**src/rtl/gpio_bank_pkg.sv**
```systemverilog
package gpio_bank_pkg;

  // Function codes held in the low two bits of a pad configuration
  typedef enum logic [1:0] {
    FN_NONE = 2'b00,
    FN_OUT  = 2'b01,
    FN_IN_A = 2'b10,
    FN_IN_B = 2'b11
  } pad_fn_e;

  // Both input codes share the upper bit
  function automatic logic fn_is_input(pad_fn_e f);
    return f[1];
  endfunction

endpackage

```
**src/rtl/gpio_bank_dec.sv**
```systemverilog
// Address decoder: one-hot hit vectors for the three byte lanes of each pin
module gpio_bank_dec #(
  parameter int                NUM_PINS = 16,
  parameter int                ADDR_W   = 12,
  parameter logic [ADDR_W-1:0] DAT_BASE = 'h600
) (
  input  logic [ADDR_W-1:0]   addr,
  output logic [NUM_PINS-1:0] cfg_hi_hit,
  output logic [NUM_PINS-1:0] cfg_lo_hit,
  output logic [NUM_PINS-1:0] dat_hit
);

  always_comb begin
    for (int i = 0; i < NUM_PINS; i++) begin
      cfg_hi_hit[i] = (addr == ADDR_W'(2 * i));
      cfg_lo_hit[i] = (addr == ADDR_W'(2 * i + 1));
      dat_hit[i]    = (addr == DAT_BASE + ADDR_W'(i));
    end
  end

endmodule

```
**src/rtl/gpio_pad_cfg.sv**
```systemverilog
// One pad configuration: function field and stored drive field
module gpio_pad_cfg
  import gpio_bank_pkg::*;
(
  input  logic       clk,
  input  logic       rst_n,
  input  logic       wr_hi,
  input  logic       wr_lo,
  input  logic [1:0] wbits,
  output pad_fn_e    fn,
  output logic [1:0] drv
);

  always_ff @(posedge clk) begin
    if (!rst_n) begin
      fn  <= FN_NONE;
      drv <= 2'b00;
    end else begin
      if (wr_lo) fn  <= pad_fn_e'(wbits);
      if (wr_hi) drv <= wbits;
    end
  end

endmodule

```
**src/rtl/gpio_dout_cell.sv**
```systemverilog
// One output data bit, write-gated by pad direction, driving the pad
module gpio_dout_cell
  import gpio_bank_pkg::*;
(
  input  logic    clk,
  input  logic    rst_n,
  input  logic    wr,
  input  logic    wbit,
  input  pad_fn_e fn,
  output logic    dat_q,
  output logic    pad_out,
  output logic    pad_oe
);

  always_ff @(posedge clk) begin
    if (!rst_n)
      dat_q <= 1'b0;
    else if (wr && !fn_is_input(fn))
      dat_q <= wbit;
  end

  // Driven straight from the stored bit: turning output on needs no data write
  assign pad_oe  = (fn == FN_OUT);
  assign pad_out = pad_oe & dat_q;

endmodule

```
**src/rtl/gpio_out_bank.sv**
```systemverilog
module gpio_out_bank
  import gpio_bank_pkg::*;
#(
  parameter int                NUM_PINS = 16,
  parameter int                ADDR_W   = 12,
  parameter logic [ADDR_W-1:0] DAT_BASE = 'h600
) (
  input  logic                clk,
  input  logic                rst_n,
  input  logic [ADDR_W-1:0]   bus_addr,
  input  logic                bus_we,
  input  logic [7:0]          bus_wdata,
  output logic [7:0]          bus_rdata,
  output logic [NUM_PINS-1:0] pin_out,
  output logic [NUM_PINS-1:0] pin_oe
);

  logic [NUM_PINS-1:0]   cfg_hi_hit, cfg_lo_hit, dat_hit;
  logic [NUM_PINS-1:0]   dat_flat;
  logic [2*NUM_PINS-1:0] fn_flat;
  logic [2*NUM_PINS-1:0] drv_flat;
  logic                  unused_wbits;

  assign unused_wbits = ^bus_wdata[7:2];

  gpio_bank_dec #(
    .NUM_PINS (NUM_PINS),
    .ADDR_W   (ADDR_W),
    .DAT_BASE (DAT_BASE)
  ) u_dec (
    .addr       (bus_addr),
    .cfg_hi_hit (cfg_hi_hit),
    .cfg_lo_hit (cfg_lo_hit),
    .dat_hit    (dat_hit)
  );

  for (genvar g = 0; g < NUM_PINS; g++) begin : g_pin
    pad_fn_e fn_w;

    gpio_pad_cfg u_cfg (
      .clk   (clk),
      .rst_n (rst_n),
      .wr_hi (bus_we & cfg_hi_hit[g]),
      .wr_lo (bus_we & cfg_lo_hit[g]),
      .wbits (bus_wdata[1:0]),
      .fn    (fn_w),
      .drv   (drv_flat[2*g +: 2])
    );

    gpio_dout_cell u_dout (
      .clk     (clk),
      .rst_n   (rst_n),
      .wr      (bus_we & dat_hit[g]),
      .wbit    (bus_wdata[0]),
      .fn      (fn_w),
      .dat_q   (dat_flat[g]),
      .pad_out (pin_out[g]),
      .pad_oe  (pin_oe[g])
    );

    assign fn_flat[2*g +: 2] = fn_w;
  end

  // Read mux: hits are one-hot, so OR-reduction; no hit reads zero
  always_comb begin
    bus_rdata = 8'h00;
    for (int i = 0; i < NUM_PINS; i++) begin
      if (cfg_hi_hit[i]) bus_rdata = bus_rdata | {6'b0, drv_flat[2*i +: 2]};
      if (cfg_lo_hit[i]) bus_rdata = bus_rdata | {6'b0, fn_flat[2*i +: 2]};
      if (dat_hit[i])    bus_rdata = bus_rdata | {7'b0, dat_flat[i]};
    end
  end

endmodule

```
**config.mk**
```make
export PLATFORM = sky130hd
export DESIGN_NAME = gpio_out_bank
export DESIGN_NICKNAME = d
export VERILOG_FILES = /design/src/rtl/gpio_bank_pkg.sv /design/src/rtl/gpio_bank_dec.sv /design/src/rtl/gpio_pad_cfg.sv /design/src/rtl/gpio_dout_cell.sv /design/src/rtl/gpio_out_bank.sv
export SDC_FILE = /design/constraint.sdc
export NUM_CORES = 1
export LEC_CHECK = 0
export BUFFER_PORTS_ARGS = -buffer_cell sky130_fd_sc_hd__buf_2
export CAP_MARGIN = 25
export CORE_AREA = 2 2 101 103
export DETAILED_ROUTE_END_ITERATION = 7
export DIE_AREA = 0 0 103 105
export GPL_ROUTABILITY_DRIVEN = 0
export PLACE_DENSITY = 0.7
export REMOVE_ABC_BUFFERS = 1
export SLEW_MARGIN = 20
export SYNTH_ARGS = -nofsm -noshare
export SYNTH_HDL_FRONTEND = slang
export SYNTH_SLANG_ARGS = --single-unit
```
**constraint.sdc**
```tcl
create_clock -name clk -period 5.85 [get_ports clk]
set_input_delay 0.8775 -clock clk [delete_from_list [all_inputs] [get_ports clk]]
set_output_delay 0.8775 -clock clk [all_outputs]
set_load 0.005 [all_outputs]
```
Yosys cells after proc, flatten, opt, wreduce, memory -nomap -nowiden
Index checks and enable logic that the tools add are counted.
{ "totals": {"mem_bits_rw": 0, "output_inout_bits": 40, "wordCells": 303, "register_bits": 80, "latchBits": 0, "romBits": 0, "in_bits": 23, "n_memories": 0} }
{ "op_classes": {"n_reduce_logical": 33, "mul": 0, "n_div": 0, "mux": 48, "n_addsub": 0, "n_lt_le_gt_ge": 0, "bitwise": 111, "shift": 0, "eq_ne": 63} }
{ "ops": {"columns": ["operator", "n"], "rows": [
  ["2-to-1 mux 8 bit", 46],
  ["bitwise OR 8 x 2 -> 8 bit", 30],
  ["== test 12 x 11 -> 1 bit (second input constant)", 16],
  ["== test 12 x 5 -> 1 bit (second input constant)", 16],
  ["bitwise OR 8 x 1 -> 8 bit", 16],
  ["== test 12 x 4 -> 1 bit (second input constant)", 8],
  ["bitwise AND 1 bit", 64],
  ["== test 12 x 3 -> 1 bit (second input constant)", 4],
  ["== test 2 x 1 -> 1 bit (second input constant)", 16],
  ["== test 12 x 2 -> 1 bit (second input constant)", 2],
  ["logical AND 1 bit", 16],
  ["zero test 1 bit", 16],
  ["== test 12 x 1 -> 1 bit (second input constant)", 1],
  ["zero test 12 bit", 1],
  ["2-to-1 mux 2 bit", 2],
  ["bitwise OR 2 bit", 1]
]} }

Logic depth before layout (Yosys ltp)
{ "logic_depth": {"word_depth": 96, "mapped_depth": 8, "mapped_depth_nobuf": 6} }

Modules after synthesis
Synthesis repeated with hierarchy kept, for this count alone.
{ "hier_totals": {"hier_cells": 498, "area_unflattened_um2": 4659.5} }
{ "modules_own_cells": {"columns": ["mod", "seq_area_each_um2", "cells_per_inst", "instances", "area_per_inst_um2"], "rows": [
  ["gpio_pad_cfg", 80.1, 12, 16, 145.1],
  ["gpio_dout_cell", 20.0, 7, 16, 58.8],
  ["gpio_out_bank", 0.0, 110, 1, 783.3],
  ["gpio_bank_dec", 0.0, 84, 1, 613.1]
]} }

Worst setup path before layout
OpenSTA, ideal clock, no wires.
{ "synth_path": {"kind": "input port to output port", "startpoint": "in bus_addr[0]", "endpoint": "out bus_rdata[0]", "path_stages": 8, "path_buffers": 2, "t_arrival_ps": 2243, "required_ps": 4973, "setup_slack_ps": 2730, "path_cell_list": "buf_2 > clkbuf_1 > mux2_2 > nand3_1 > o211ai_1 > a22oi_1 > nand4_1 > a22o_1"} }
{ "synth_via": {"elab_chain_len": 96, "elab_cells_between_ends": 143, "cone_classes": "47 x eq/ne; 48 x mux; 47 x bitwise; 1 x reduce/logical"} }
{ "synth_rtl": {"columns": ["item", "line_no", "source"], "rows": [
  ["start: declaration", "gpio_out_bank.sv:10", "input logic [ADDR_W-1:0] bus_addr,"],
  ["zero test 12 bit", "gpio_bank_dec.sv:15", "cfg_hi_hit[i] = (addr == ADDR_W'(2 * i));"],
  ["2-to-1 mux 2 bit", "gpio_out_bank.sv:68", "if (cfg_hi_hit[i]) bus_rdata = bus_rdata | {6'b0, drv_flat[2*i +: 2]};"],
  ["bitwise OR 2 bit", "gpio_out_bank.sv:69", "if (cfg_lo_hit[i]) bus_rdata = bus_rdata | {6'b0, fn_flat[2*i +: 2]};"],
  ["2-to-1 mux 2 bit", "gpio_out_bank.sv:69", null],
  ["bitwise OR 8 x 1 -> 8 bit", "gpio_out_bank.sv:70", "if (dat_hit[i]) bus_rdata = bus_rdata | {7'b0, dat_flat[i]};"],
  ["2-to-1 mux 8 bit", "gpio_out_bank.sv:70", null],
  ["bitwise OR 8 x 2 -> 8 bit", "gpio_out_bank.sv:68", null],
  ["2-to-1 mux 8 bit", "gpio_out_bank.sv:68", null],
  ["(+80 left out)", null, null],
  ["bitwise OR 8 x 1 -> 8 bit", "gpio_out_bank.sv:70", null],
  ["2-to-1 mux 8 bit", "gpio_out_bank.sv:70", null],
  ["bitwise OR 8 x 2 -> 8 bit", "gpio_out_bank.sv:68", null],
  ["2-to-1 mux 8 bit", "gpio_out_bank.sv:68", null],
  ["bitwise OR 8 x 2 -> 8 bit", "gpio_out_bank.sv:69", null],
  ["2-to-1 mux 8 bit", "gpio_out_bank.sv:69", null],
  ["bitwise OR 8 x 1 -> 8 bit", "gpio_out_bank.sv:70", null],
  ["2-to-1 mux 8 bit *", "gpio_out_bank.sv:70", null],
  ["end: declaration", "gpio_out_bank.sv:13", "output logic [7:0] bus_rdata,"]
]} }
Mark *: on every way between the ends. The rest lies on a longest branch, timed or not.

Worst setup path after layout
{ "layout_path": {"startpoint": "in bus_addr[0]", "endpoint": "out bus_rdata[1]"} }
The elaborated chain is that of the path after synthesis.

==> metrics.txt <==
# TYPE chip_impl_metric gauge
chip_impl_metric{name="timing.setup.tns",unit="ns"} 0
chip_impl_info{name="r2r-start",value="g_pin[9].u_cfg.fn[1]$_SDFFE_PN0P_"} 1
chip_impl_metric{name="yosys.area_share.adder",unit="%"} 0
chip_impl_metric{name="postRouteWirelength",unit="mm"} 12.5
chip_impl_info{name="dominant_combinational_cell_family_by_area_after_synthesis",value="simple AND/OR/NAND/NOR gates"} 1
chip_impl_metric{name="worst_skew_pair.late_latency",unit="ns"} 0.36
chip_impl_info{name="cts_tree",value="done"} 1
chip_impl_metric{name="achievable-frequency",unit="MHz"} 257
chip_impl_metric{name="synthesis.area",unit="um2"} 4800
chip_impl_metric{name="worst_slew_pin_slew",unit="ns"} 0.946
chip_impl_info{name="criticalPathCategory",value="in2out"} 1
chip_impl_metric{name="hold_viol",unit=""} 0
chip_impl_metric{name="initial_core_utilization",unit="%"} 49.8
chip_impl_metric{name="worst-endpoint-required",unit="ns"} 4.97
chip_impl_metric{name="area_delta_synth_final",unit="%"} 4.23
chip_impl_metric{name="design.die.area",unit="um2"} 10800
chip_impl_metric{name="yosys.area_share.simple",unit="%"} 27.3
chip_impl_metric{name="core-area",unit="um2"} 9640
chip_impl_metric{name="min_period",unit="ns"} 3.89
chip_impl_metric{name="cellPowerDensity",unit="nW/um2"} 222
chip_impl_metric{name="core.rowCount",unit=""} 36
chip_impl_metric{name="yosys_warnings",unit=""} 0
chip_impl_metric{name="grt_pass1_wl",unit="mm"} 20.3
chip_impl_metric{name="largest_net_degree_at_the_start_of_global_routing",unit=""} 81
chip_impl_info{name="worst_setup_path_end_kind",value="primary output"} 1
chip_impl_metric{name="synth_sequential_area_ratio",unit="%"} 33.4
chip_impl_info{name="setup.worst_path.start_class",value="primary input"} 1
chip_impl_metric{name="reg2reg_slack",unit="ns"} 4.77
chip_impl_metric{name="hpwl",unit="mm"} 8.36
chip_impl_info{name="run_status",value="finished clean"} 1
chip_impl_metric{name="path_clk_slew",unit="ns"} 0.08
chip_impl_metric{name="min_path_cells",unit=""} 2
chip_impl_metric{name="fin_nets",unit=""} 595
chip_impl_metric{name="drtPass1Iterations",unit=""} 5
chip_impl_metric{name="worst_ep_arrival_time",unit="ns"} 3.01
chip_impl_info{name="synth_ff_type",value="dfxtp_1"} 1
chip_impl_metric{name="cts_buffer_depth",unit=""} 2
chip_impl_info{name="mostFrequentLayoutCell",value="dfxtp_1"} 1
chip_impl_metric{name="placed_area",unit="um2"} 4760
chip_impl_metric{name="cts_inserted_buffers",unit=""} 9
chip_impl_metric{name="cts_setup_buffers",unit=""} 0
chip_impl_metric{name="number_of_global_route_vias_before_repair",unit=""} 4002
chip_impl_metric{name="cts.hold.buffers_added",unit=""} 0
chip_impl_info{name="most_common_cell_type_on_the_critical_path",value="buf_2"} 1
chip_impl_metric{name="ir_worst_vdd",unit="uV"} 125
chip_impl_metric{name="r2r_cells",unit=""} 3
chip_impl_metric{name="n_antenna_cell",unit=""} 0
chip_impl_metric{name="maxCapViolations",unit=""} 0
chip_impl_metric{name="clkSinkCount",unit=""} 80
chip_impl_metric{name="vias",unit=""} 4103
chip_impl_metric{name="final_antenna_net_count",unit=""} 0
chip_impl_info{name="rr_endpoint",value="g_pin[9].u_dout.dat_q$_SDFFE_PN0P_"} 1
chip_impl_metric{name="filler_cell_count",unit=""} 944
chip_impl_info{name="critical_path.cell_chain",value="buf_2 -> nor2_1 -> buf_4 -> and3_1 -> a31oi_1 -> o221ai_1 -> o31a_1 -> o21a_1 -> buf_2"} 1
chip_impl_metric{name="layout.cell_area.non_filler",unit="um2"} 5000
chip_impl_info{name="worstHoldEndpoint",value="g_pin[14].u_cfg.drv[0]$_SDFFE_PN0P_"} 1
chip_impl_metric{name="number_of_antenna_violations_at_the_first_check_in_global_routing",unit=""} 0
chip_impl_info{name="cts.root.buffer_cell",value="clkbuf_8"} 1
chip_impl_info{name="hp-start",value="g_pin[14].u_cfg.drv[0]$_SDFFE_PN0P_"} 1
chip_impl_metric{name="detail_route.vias_per_cell",unit=""} 5.78
chip_impl_metric{name="total_number_of_h_tree_levels",unit=""} 3
chip_impl_metric{name="post_synthesis_mux_area_share",unit="%"} 12.4
chip_impl_metric{name="worst_clock_skew",unit="ns"} 0.00905
chip_impl_metric{name="distinct_cell_type_count_of_the_synthesized_netlist",unit=""} 51
chip_impl_metric{name="synth-seq-cells",unit=""} 80
chip_impl_metric{name="synth-xor-area-share",unit="%"} 0
chip_impl_metric{name="setup_viol",unit=""} 0
chip_impl_info{name="min_path_type",value="reg2reg"} 1
chip_impl_metric{name="max_slew_violation_count",unit=""} 0
chip_impl_metric{name="place.port_buffers",unit=""} 50
chip_impl_metric{name="dr.first_iter.drc_count",unit=""} 347
chip_impl_metric{name="complex_gate_fraction_of_the_synthesized_area",unit="%"} 16.4
chip_impl_metric{name="drive_above_1_share",unit="%"} 13.7
chip_impl_metric{name="die_h",unit="um"} 105
chip_impl_metric{name="io-pin-count",unit=""} 63
chip_impl_metric{name="die_width",unit="um"} 103
chip_impl_metric{name="grt.overflow.total",unit=""} 0
chip_impl_info{name="crit_path_top_delay_cell",value="buf_2"} 1
chip_impl_metric{name="drc_errors",unit=""} 0
chip_impl_metric{name="routed_wire_length_per_instance",unit="um"} 17.5
chip_impl_metric{name="async_flop_share",unit="%"} 0
chip_impl_metric{name="global_route.usage.total",unit="%"} 24.1
chip_impl_metric{name="cp_max_fo",unit=""} 31
chip_impl_metric{name="syn_inst",unit=""} 584
chip_impl_metric{name="syn_area_per_cell",unit="um2"} 8.21
chip_impl_metric{name="worst_slew_margin_rel",unit="%"} 37.0
chip_impl_metric{name="critPathMaxStageDelay",unit="ns"} 0.52
chip_impl_metric{name="layout_worst_path_cycle_share",unit="%"} 66.5
chip_impl_metric{name="synth-edff-count",unit=""} 0
chip_impl_metric{name="p_leak",unit="nW"} 1.94
chip_impl_info{name="rsz0062_at_grt",value="no"} 1
chip_impl_metric{name="cts_resized",unit=""} 0
chip_impl_info{name="most-common-layout-cells",value="80 x dfxtp_1, 74 x nor2b_1, 61 x nand2_1, 55 x mux2i_1, 49 x buf_2"} 1
[power breakdown]
group	internal (mW)	switching, mW	leakage (nW)
Clock	0.282	0.201	0.116
Sequential	0.544	0.0000463	0.644
Combinational	0.0231	0.0589	1.18
[state kept, by name, summed over array words and instances, names as in the netlist]
register	cells
g_pin.u_cfg.drv	32
g_pin.u_dout.dat_q	16
g_pin.u_cfg.fn	32
[worst max-delay path by stage]
stage | from | endpoint | slack, ns | cells past startpoint
3_5_place_dp | bus_addr[0] | bus_rdata[1] | 2.01 | 9
3_3_place_gp | bus_addr[0] | bus_rdata[1] | 1.99 | 9
6_report | bus_addr[0] | bus_rdata[1] | 1.96 | 9
5_1_grt | bus_addr[0] | bus_rdata[1] | 1.83 | 9
4_1_cts | bus_addr[0] | bus_rdata[1] | 2.01 | 9
2_1_floorplan | bus_addr[1] | bus_rdata[1] | 2.96 | 6
[synthesized netlist by cell type (3+ instances only)]
master,count,area (um2)
a21boi_0,24,180
a21boi_1,9,67.6
a21oi_1,5,25.0
a221oi_1,3,26.3
a22oi_1,12,90.1
a31oi_1,4,25.0
and2_1,20,125
and3_1,3,18.8
and3b_1,3,26.3
buf_1,3,11.3
buf_2,7,35.0
buf_4,40,300
buf_6,3,33.8
clkbuf_1,26,97.6
dfxtp_1,80,1600
inv_1,4,15.0
mux2_2,4,45.0
mux2i_1,55,551
nand2_1,61,229
nand3_1,22,110
nor2_1,21,78.8
nor2b_1,74,463
nor3_1,23,115
nor4_1,3,18.8
o21ai_0,39,195
[through the flow]
stage / util [%] / hold WS (ns) / instances / worst slack [ns] / power, mW
after floorplan: - / 0.443 / 509 / 2.96 / 0.590
after global placement: 49.4 / 0.455 / 694 / 1.99 / 0.637
after detailed placement: 49.4 / 0.466 / 694 / 2.01 / 0.637
after CTS: 51.8 / 0.481 / 710 / 2.01 / 1.12
after global routing: 51.9 / 0.509 / 710 / 1.83 / 1.15
final: 51.9 / 0.475 / 710 / 1.96 / 1.11
[cell families after synthesis]
logic type	count (synthesis)
other	1
AO/OA/AOI/OAI	117
buffers and inverters	84
AND/OR/NAND/NOR	243
flip-flops	80
multiplexers	59
[cell type report]
class / count / area (um2) / area share [%]
sequential: 80 / 1600 / 32.0
timing repair buffer: 52 / 268 / 5.36
clock buffer: 10 / 128 / 2.55
inverter: 4 / 15.0 / 0.300
clock inverter: 6 / 108 / 2.15
tap: 133 / 166 / 3.33
multi-input combinational: 425 / 2710 / 54.3
[metal layers]
| metal | vias to the layer above | GRT usage (%) | share of wire [%] |
|---|---|---|---|
| met2 | 160 | 37.8 | 46 |
| met1 | 1955 | 32.8 | 45 |
| met3 | 32 | 4.28 | 6.1 |
| met4 | 0 | 8.55 | 2.6 |
| met5 | - | 0 | 0 |
| li1 | 1956 | - | - |
[critical path, delay by kind of cell]
| kind | cells | cell delay [ns] |
|---|---|---|
| compound gates | 4 | 0.82 |
| buf+inv | 3 | 0.89 |
| simple gates | 2 | 0.43 |
(Power assumes the default switching activity.)
